[src/rtl/pmic_i2c_regfile.sv]
module pmic_i2c_regfile #(
  parameter int NREG = 13,
  parameter int STATUS_IDX = 10,
  parameter int FLAG_IDX = 11,
  parameter logic [6:0] ADDR_HIGH = 7'h7F,
  parameter logic [6:0] ADDR_FLOAT = 7'h7C,
  parameter logic [6:0] ADDR_LOW = 7'h7D,
  parameter logic [NREG*8-1:0] RST_VAL = 104'h03_00_00_3F_E5_FF_63_75_75_7D_7D_7D_01
) (
  input  logic              clk,
  input  logic              rst_n,
  input  logic [1:0]        strap_i,
  input  logic              scl_i,
  input  logic              sda_i,
  output logic              sda_pull_o,
  input  logic [7:0]        status_i,
  input  logic [7:0]        flag_set_i,
  output logic              flag_rd_o,
  output logic              irq_n_o,
  output logic [NREG*8-1:0] cfg_o
);
  localparam int IW = $clog2(NREG);
  localparam logic [7:0] NREG_B = 8'(NREG);
  localparam logic [7:0] STAT_B = 8'(STATUS_IDX);
  localparam logic [7:0] FLAG_B = 8'(FLAG_IDX);

  typedef enum logic [2:0] {ST_IDLE, ST_ADDR, ST_PTR, ST_WR, ST_RD, ST_SKIP} st_t;

  logic [1:0] scl_m, sda_m;
  logic       scl_q, sda_q;
  logic [6:0] my_addr;
  st_t        st;
  logic [3:0] cnt;
  logic [7:0] shreg, ptr, tx, flags, rd_val;
  logic       rw;
  logic [7:0] regs [NREG];

  always_ff @(posedge clk or negedge rst_n) begin
    if (!rst_n) begin
      scl_m <= 2'b11;
      sda_m <= 2'b11;
      scl_q <= 1'b1;
      sda_q <= 1'b1;
    end else begin
      scl_m <= {scl_m[0], scl_i};
      sda_m <= {sda_m[0], sda_i};
      scl_q <= scl_m[1];
      sda_q <= sda_m[1];
    end
  end

  wire scl_s     = scl_m[1];
  wire sda_s     = sda_m[1];
  wire scl_rise  = scl_s & ~scl_q;
  wire scl_fall  = ~scl_s & scl_q;
  wire bus_start = scl_s & scl_q & sda_q & ~sda_s;
  wire bus_stop  = scl_s & scl_q & ~sda_q & sda_s;

  always_ff @(posedge clk)
    if (!rst_n)
      my_addr <= (strap_i == 2'b01) ? ADDR_HIGH :
                 (strap_i == 2'b00) ? ADDR_LOW  : ADDR_FLOAT;

  wire [7:0] byte_now = {shreg[6:0], sda_s};
  wire active   = (st != ST_IDLE) && (st != ST_SKIP);
  wire wr_ok    = (ptr < NREG_B) && (ptr != STAT_B) && (ptr != FLAG_B);
  wire wr_en    = active && !bus_start && !bus_stop && scl_rise &&
                  cnt == 4'd7 && st == ST_WR && wr_ok;
  wire load     = active && !bus_start && !bus_stop && scl_fall &&
                  st == ST_RD && cnt == 4'd0;
  wire flag_clr = load && ptr == FLAG_B;

  always_comb begin
    if (ptr == STAT_B)      rd_val = status_i;
    else if (ptr == FLAG_B) rd_val = flags;
    else if (ptr < NREG_B)  rd_val = regs[ptr[IW-1:0]];
    else                    rd_val = 8'h00;
  end

  always_ff @(posedge clk or negedge rst_n) begin
    if (!rst_n) begin
      st <= ST_IDLE;
      cnt <= '0;
      shreg <= '0;
      ptr <= '0;
      tx <= '0;
      rw <= 1'b0;
      sda_pull_o <= 1'b0;
      flag_rd_o <= 1'b0;
    end else begin
      flag_rd_o <= flag_clr;
      if (bus_start) begin
        st <= ST_ADDR;
        cnt <= '0;
        sda_pull_o <= 1'b0;
      end else if (bus_stop) begin
        st <= ST_IDLE;
        cnt <= '0;
        sda_pull_o <= 1'b0;
      end else if (active) begin
        if (scl_rise) begin
          if (cnt == 4'd8) begin
            cnt <= '0;
            case (st)
              ST_ADDR: st <= rw ? ST_RD : ST_PTR;
              ST_PTR:  st <= ST_WR;
              ST_RD:   if (sda_s) st <= ST_SKIP; else ptr <= ptr + 8'd1;
              default: ;
            endcase
          end else begin
            cnt <= cnt + 4'd1;
            shreg <= byte_now;
            if (cnt == 4'd7) begin
              case (st)
                ST_ADDR: if (byte_now[7:1] == my_addr) rw <= byte_now[0];
                         else st <= ST_SKIP;
                ST_PTR:  ptr <= byte_now;
                ST_WR:   ptr <= ptr + 8'd1;
                default: ;
              endcase
            end
          end
        end else if (scl_fall) begin
          if (st == ST_RD) begin
            if (cnt == 4'd0) begin
              tx <= rd_val;
              sda_pull_o <= ~rd_val[7];
            end else if (cnt < 4'd8) begin
              sda_pull_o <= ~tx[3'd7 - cnt[2:0]];
            end else begin
              sda_pull_o <= 1'b0;
            end
          end else begin
            sda_pull_o <= (cnt == 4'd8);
          end
        end
      end else if (scl_fall) begin
        sda_pull_o <= 1'b0;
      end
    end
  end

  always_ff @(posedge clk or negedge rst_n) begin
    if (!rst_n) begin
      for (int i = 0; i < NREG; i++) regs[i] <= RST_VAL[i*8 +: 8];
    end else if (wr_en) begin
      regs[ptr[IW-1:0]] <= byte_now;
    end
  end

  always_ff @(posedge clk or negedge rst_n) begin
    if (!rst_n) flags <= '0;
    else        flags <= (flag_clr ? 8'h00 : flags) | flag_set_i;
  end

  assign irq_n_o = ~|flags;

  for (genvar g = 0; g < NREG; g++) begin : g_cfg
    if (g == STATUS_IDX) begin : g_stat
      assign cfg_o[g*8 +: 8] = status_i;
    end else if (g == FLAG_IDX) begin : g_flag
      assign cfg_o[g*8 +: 8] = flags;
    end else begin : g_reg
      assign cfg_o[g*8 +: 8] = regs[g];
    end
  end
endmodule

[config.mk]
export PLATFORM = sky130hd
export DESIGN_NAME = pmic_i2c_regfile
export DESIGN_NICKNAME = d
export VERILOG_FILES = /design/src/rtl/pmic_i2c_regfile.sv
export SDC_FILE = /design/constraint.sdc
export NUM_CORES = 1
export LEC_CHECK = 0
export ABC_AREA = 1
export BUFFER_PORTS_ARGS = -buffer_cell sky130_fd_sc_hd__buf_2
export CAP_MARGIN = 10
export CORE_ASPECT_RATIO = 1.5
export CORE_MARGIN = 1.5
export CORE_UTILIZATION = 52
export DETAILED_ROUTE_END_ITERATION = 12
export PLACE_DENSITY_LB_ADDON = 0.1
export REMOVE_ABC_BUFFERS = 1
export SLEW_MARGIN = 0
export SYNTH_ARGS = -nofsm -noshare
export SYNTH_HDL_FRONTEND = slang
export SYNTH_SLANG_ARGS = --single-unit
[constraint.sdc]
create_clock -name clk -period 2.4 [get_ports clk]
set_input_delay 0.12 -clock clk [delete_from_list [all_inputs] [get_ports clk]]
set_output_delay 0.12 -clock clk [all_outputs]
set_load 0.005 [all_outputs]
Word-level counts from Yosys, hierarchy flattened
Cells that the tools add are included.
Cells by class
  multiply operators: 0
  shifts and indexed selects: 0
  muxes and demuxes: 43
  eq/ne operators: 18
  reduce and logical (&&, ||, !) cells: 36
  bitwise logic cells: 19
  add/sub/neg operators: 3
  magnitude comparators: 5
  div/mod/pow operators: 0
Operators by type and width (count)
  104-bit bitwise mux: 1
  8-bit two-way mux: 11
  8-bit binary-select mux with 4-bit select: 1
  8-bit demux with 4-bit select: 1
  3-bit two-way mux: 10
  4-bit two-way mux: 5
  8-bit by 4-bit == test with 1-bit output (second input constant): 2
  8-bit by 4-bit != test with 1-bit output (second input constant): 2
  8-bit case mux with 2 select lines: 1
  8-bit AND reduction: 2
  3-bit nonzero test: 5
  1-bit logical AND: 14
  7-bit AND reduction: 2
  1-bit two-way mux: 11
  1-bit NOT: 10
  3-bit case mux with 3 select lines: 1
  8-bit by 1-bit adder with 8-bit output (second input constant): 1
  8-bit by 4-bit less-than comparator with 1-bit output (second input constant): 1
  8-bit bitwise OR: 1
  4-bit nonzero test: 2
  8-bit OR reduction: 1
  1-bit bitwise AND: 7
  7-bit == test: 1
  3-bit by 2-bit == test with 1-bit output (second input constant): 2
  25 further kinds: 29
Storage, ports and cells
  input bits: 22
  memories kept: 0
  RAM bits: 0
  register bits: 158
  memory bits (read-only): 0
  latch bits: 0
  word-level logic and storage cells: 151
  output and inout port bits: 107

Longest topological paths before layout
  depth in word-level cells: 15
  depth in mapped cells: 15
  mapped depth without buffers: 13

Least setup slack after synthesis
OpenSTA, ideal clock, no wires.
  path type: register to register
  start: reg ptr[0]
  end: reg regs (netlist bit cfg_o[78])
  cell stages (with the launch flop): 16
  library setup time: 0.133 ns
  data arrival time: 2.350 ns
  clock period less this slack: 2.483 ns
  slack: -0.083 ns
  buffers on the path: 5
  cells stage by stage: dfrtp_1 -> buf_2 -> clkinv_1 -> buf_2 -> buf_2 -> ha_1 -> nand2_1 -> nor2_2 -> inv_2 -> nand3_2 -> nor2_2 -> buf_12 -> nand3_4 -> buf_2 -> nand2_1 -> o21ai_0
On the way
  word-level cells in the longest chain between the ends: 6
Ends and longest elaborated chain
  from (decl): RTL line 34  | logic [7:0] shreg, ptr, tx, flags, rd_val;
  from (signal assigned): RTL line 117  | ST_PTR: ptr <= byte_now;
  from (signal assigned): RTL line 118  | ST_WR: ptr <= ptr + 8'd1;
  4-bit NOT with 5-bit output (not written as such): RTL line 147  | regs[ptr[IW-1:0]] <= byte_now;
  5-bit greater-or-equal comparator (not written as such) / 5-bit by 1-bit less-than comparator with 1-bit output (equally long branches): RTL line 147
  1-bit logical AND (not written as such): RTL line 147
  8-bit two-way mux (not written as such): RTL line 147
  8-bit demux with 4-bit select: RTL line 147
  104-bit bitwise mux: RTL line 147
  to (signal, indexed assignment): RTL line 147
  to (decl): RTL line 36  | logic [7:0] regs [NREG];
Parallel ways exist; a longest one is shown, timed or not.
A chain may end at the register's enable or synchronous reset.

Worst setup path after layout
  start: reg ptr[0]
  end: reg regs (netlist bit cfg_o[75])
Same word-level chain as after synthesis.

==> impl_metrics.py <==
metrics = {
    "synthesis": {
        "yosysWarnings": 0,
        "yosys.cell_types.count": 34,
        "ys_ff_latch": 153,
        "syn-cell-area_um2": 8030,
        "synth_ff_type": "dfrtp_1",
        "synth_edf_count": 2,
        "synthMostInstantiatedCell": "nand2_1",
        "synth.avg_cell_area_um2": 8.37,
        "synth_common_cells": "nand2_1 (214), o21ai_0 (152), buf_4 (98)",
        "yosys-top-cells-area": "dfrtp_1 (28%), dfstp_2 (20%), nand2_1 (10%)",
        "syn_inst": 960,
        "seq_area_frac_synth_pct": 48.7,
        "async_flop_share_pct": 98.7,
        "synth_top_cell_by_area": "dfrtp_1",
        "yosysTopAreaCellShare_pct": 28.3,
    },
    "global_route": {
        "grt_pass1_vias": 6204,
        "overflow": 0,
        "antenna_found_initial": 0,
        "grt_max_degree": 61,
        "grt_use_total_pct": 27.3,
        "grt_pass1_wl_um": 33800,
    },
    "power": {
        "seqPwrFrac_pct": 46.0,
        "netSwitchingPower_uw": 1640,
        "power_density_nw_per_um2": 683,
        "p_comb_share_pct": 9.5,
        "sw_frac_of_total_pct": 26.8,
        "clkPwrFrac_pct": 44.5,
        "ir_drop_mv": 0.411,
        "leakage_uw": 0.00425,
        "p_int_uw": 4460,
    },
    "drt": {
        "wl_met3_um": 1000,
        "top_layer_used": "met4",
        "routedWlPerCell_um": 17.4,
        "m1WireLength_um": 8720,
        "avgViaCountPerCell": 5.31,
        "dr_wl_met2_um": 10800,
        "detail-route-antenna-nets": 0,
        "routed_wl_um": 21100,
        "drt_iter0_markers": 398,
        "via_count": 6424,
        "firstDrtPassIters": 5,
        "drc": 0,
    },
    "clock_tree": {
        "clock_latency_ns": 0.43,
        "htree_levels": 4,
        "cts_made_buffers": 17,
        "clock-sinks": 153,
        "cts_setup_buffers": 0,
        "root_buffer": "clkbuf_16",
        "clk_pin_slew_ns": 0.06,
        "cts_tree": "done",
        "clk_path_buf_depth": 2,
    },
    "setup_path": {
        "critical_path.cell_chain": "clkinv_1, ha_2, nand2_1, nor2_2, inv_2, nand3_2, nor2_2, buf_12, nand3_4, o21ai_0",
        "startpoint_type": "flop",
        "critical_path_arrival_ns": 2.47,
        "cp_common_cell": "nor2_2",
        "end_kind": "flop",
        "cpMaxStageDelayCell": "dfrtp_1",
        "critPathKind": "reg2reg",
        "max_stage_delay_ns": 0.40,
        "cp.required_ns": 2.74,
        "critPathMaxFanout": 16,
    },
    "die": {
        "io_pins": 129,
        "core-area_um2": 15100,
        "die_h_um": 155,
        "fp.dieW_um": 104,
        "std_cell_rows": 55,
        "initial_core_util_pct": 53.3,
        "die_area_um2": 16200,
    },
    "placed_design": {
        "pre_cts_slack_ns": 0.126,
        "place_congestion": 0.850,
        "dpl.hpwl_um": 14800,
        "placed_cell_area_um2": 8190,
        "io_buffers": 128,
    },
    "worst_hold_path": {
        "min_path_type": "in2reg",
    },
    "sta": {
        "period_share_pct": 88.5,
        "relSlewSlack_pct": 58.2,
        "tightest_slew_ns": 0.627,
        "setup-tns-final_ns": 0,
        "hold_viol": 0,
        "final.setup.worst_slack_ns": 0.275,
        "setup_viol_count_final": 0,
        "slew_viol_final": 0,
        "clock.fmax_ghz": 0.471,
        "clock_skew_ns": 0.0170,
        "period_needed_ns": 2.12,
        "rsz0062_at_grt": "no",
    },
    "layout": {
        "nNetsFinal": 1027,
        "drive_gt1_share_pct": 27.0,
        "stdcell_area_um2": 8930,
        "diodes": 0,
        "syn2layout_area_growth_pct": 11.2,
        "finish.utilization_pct": 59.3,
        "regArea_um2": 3910,
        "multi_input_area_um2": 2890,
        "final.fill_count": 1412,
    },
    "flow_run": {
        "maxCapViolCount": 0,
    },
    "run_status": {
        "status": "completed",
    },
}
-- cells in the final DEF, fill, tap and decap left out, types with 3 or more instances in the layout --
| cell type | count |
|---|---|
| a21oi_1 | 26 |
| buf_2 | 127 |
| buf_4 | 29 |
| clkbuf_16 | 17 |
| clkinv_1 | 3 |
| clkinvlp_4 | 3 |
| dfrtp_1 | 91 |
| dfstp_2 | 60 |
| dlygate4sd3_1 | 13 |
| ha_1 | 6 |
| inv_1 | 62 |
| inv_6 | 5 |
| nand2_1 | 214 |
| nand3_1 | 43 |
| nand3_4 | 10 |
| nand4_1 | 12 |
| nor2_1 | 65 |
| nor2_2 | 4 |
| nor3_1 | 6 |
| o211ai_1 | 3 |
| o21ai_0 | 152 |
| o21ai_1 | 6 |
| o21bai_1 | 9 |
| o22ai_1 | 14 |
| xor2_1 | 5 |
-- power by group through the flow --
stage | logic (uW) | registers (uW) | clock network (uW)
after global placement | 563 | 2840 | 0
after floorplan | 326 | 2820 | 0
final | 581 | 2800 | 2710
after global routing | 664 | 2820 | 2870
after detailed placement | 571 | 2840 | 0
after CTS | 589 | 2800 | 2760
-- cell type report --
type / count / area share (%)
flip-flops and latches: 153 / 43.8
multi-input cells: 587 / 32.4
repair buffers: 172 / 11.6
clock buffers: 18 / 4.81
inverters: 67 / 2.82
well taps: 199 / 2.79
clock inverters: 14 / 1.81
-- timing repair --
| item | CTS | global route |
|---|---|---|
| hold buffers | 13 | 0 |
| hold endpoints to repair | 52 | 0 |
| endpoints found under the setup margin | 0 | 17 |
| gates resized for setup | 0 | 3 |
-- flip-flops by register name (all words and copies together) (netlist names), 3 cells and up --
| name | flops |
|---|---|
| ptr | 8 |
| cfg_o | 88 |
| st | 3 |
| cnt | 4 |
| flags | 8 |
| shreg | 7 |
| tx | 8 |
| regs | 16 |
-- cells by family after synthesis --
family	Yosys count	share of synthesized area [%]
adders and majority gates	7	1.09
buffers and inverters	220	15.5
and+or+nand+nor	361	20.1
AOI/OAI and AO/OA	214	14.1
xor gates and xnor gates	5	0.545
DFF	153	48.7
-- critical path, delay by kind of cell (launching register included) --
| kind | cells | cell delay [ns] |
|---|---|---|
| fa+ha+maj | 1 | 0.27 |
| buf+inv | 3 | 0.51 |
| compound gates | 1 | 0.25 |
| simple gates | 5 | 0.60 |
| flops | 1 | 0.40 |
-- path summary, 6_finish.rpt --
path                                    startpoint               endpoint  slack, ns  cells after the start
worst max register to register  ptr[0]$_DFFE_PN0P_  cfg_o[75]$_DFFE_PN1P_       0.28                     10
min in group asynchronous                    rst_n     flags[1]$_DFF_PN0_       0.22                      2
worst max-delay path            ptr[0]$_DFFE_PN0P_  cfg_o[75]$_DFFE_PN1P_       0.28                     10
worst min register to register  scl_m[0]$_DFF_PN1_     scl_m[1]$_DFF_PN1_       0.36                      0
worst min-delay path                   status_i[6]      tx[6]$_DFFE_PN0P_       0.04                      5
max in group asynchronous                    rst_n  cfg_o[77]$_DFFE_PN1P_       1.29                      3
-- layer usage --
metal,vias up,track usage [%]
li1,3104,-
met3,35,4.27
met5,-,0
met2,199,47.4
met1,3086,34.2
met4,0,10.3
-- per-stage QoR --
stage / power (uW) / instances / hold WS [ns]
4_1_cts: 6150 / 1210 / 0.0220
3_5_place_dp: 3410 / 1165 / 0.141
5_1_grt: 6350 / 1210 / 0.0671
6_report: 6100 / 1210 / 0.0372
2_1_floorplan: 3150 / 807 / -0.176
3_3_place_gp: 3400 / 1165 / 0.136
Power figures use the tool's default switching activity.
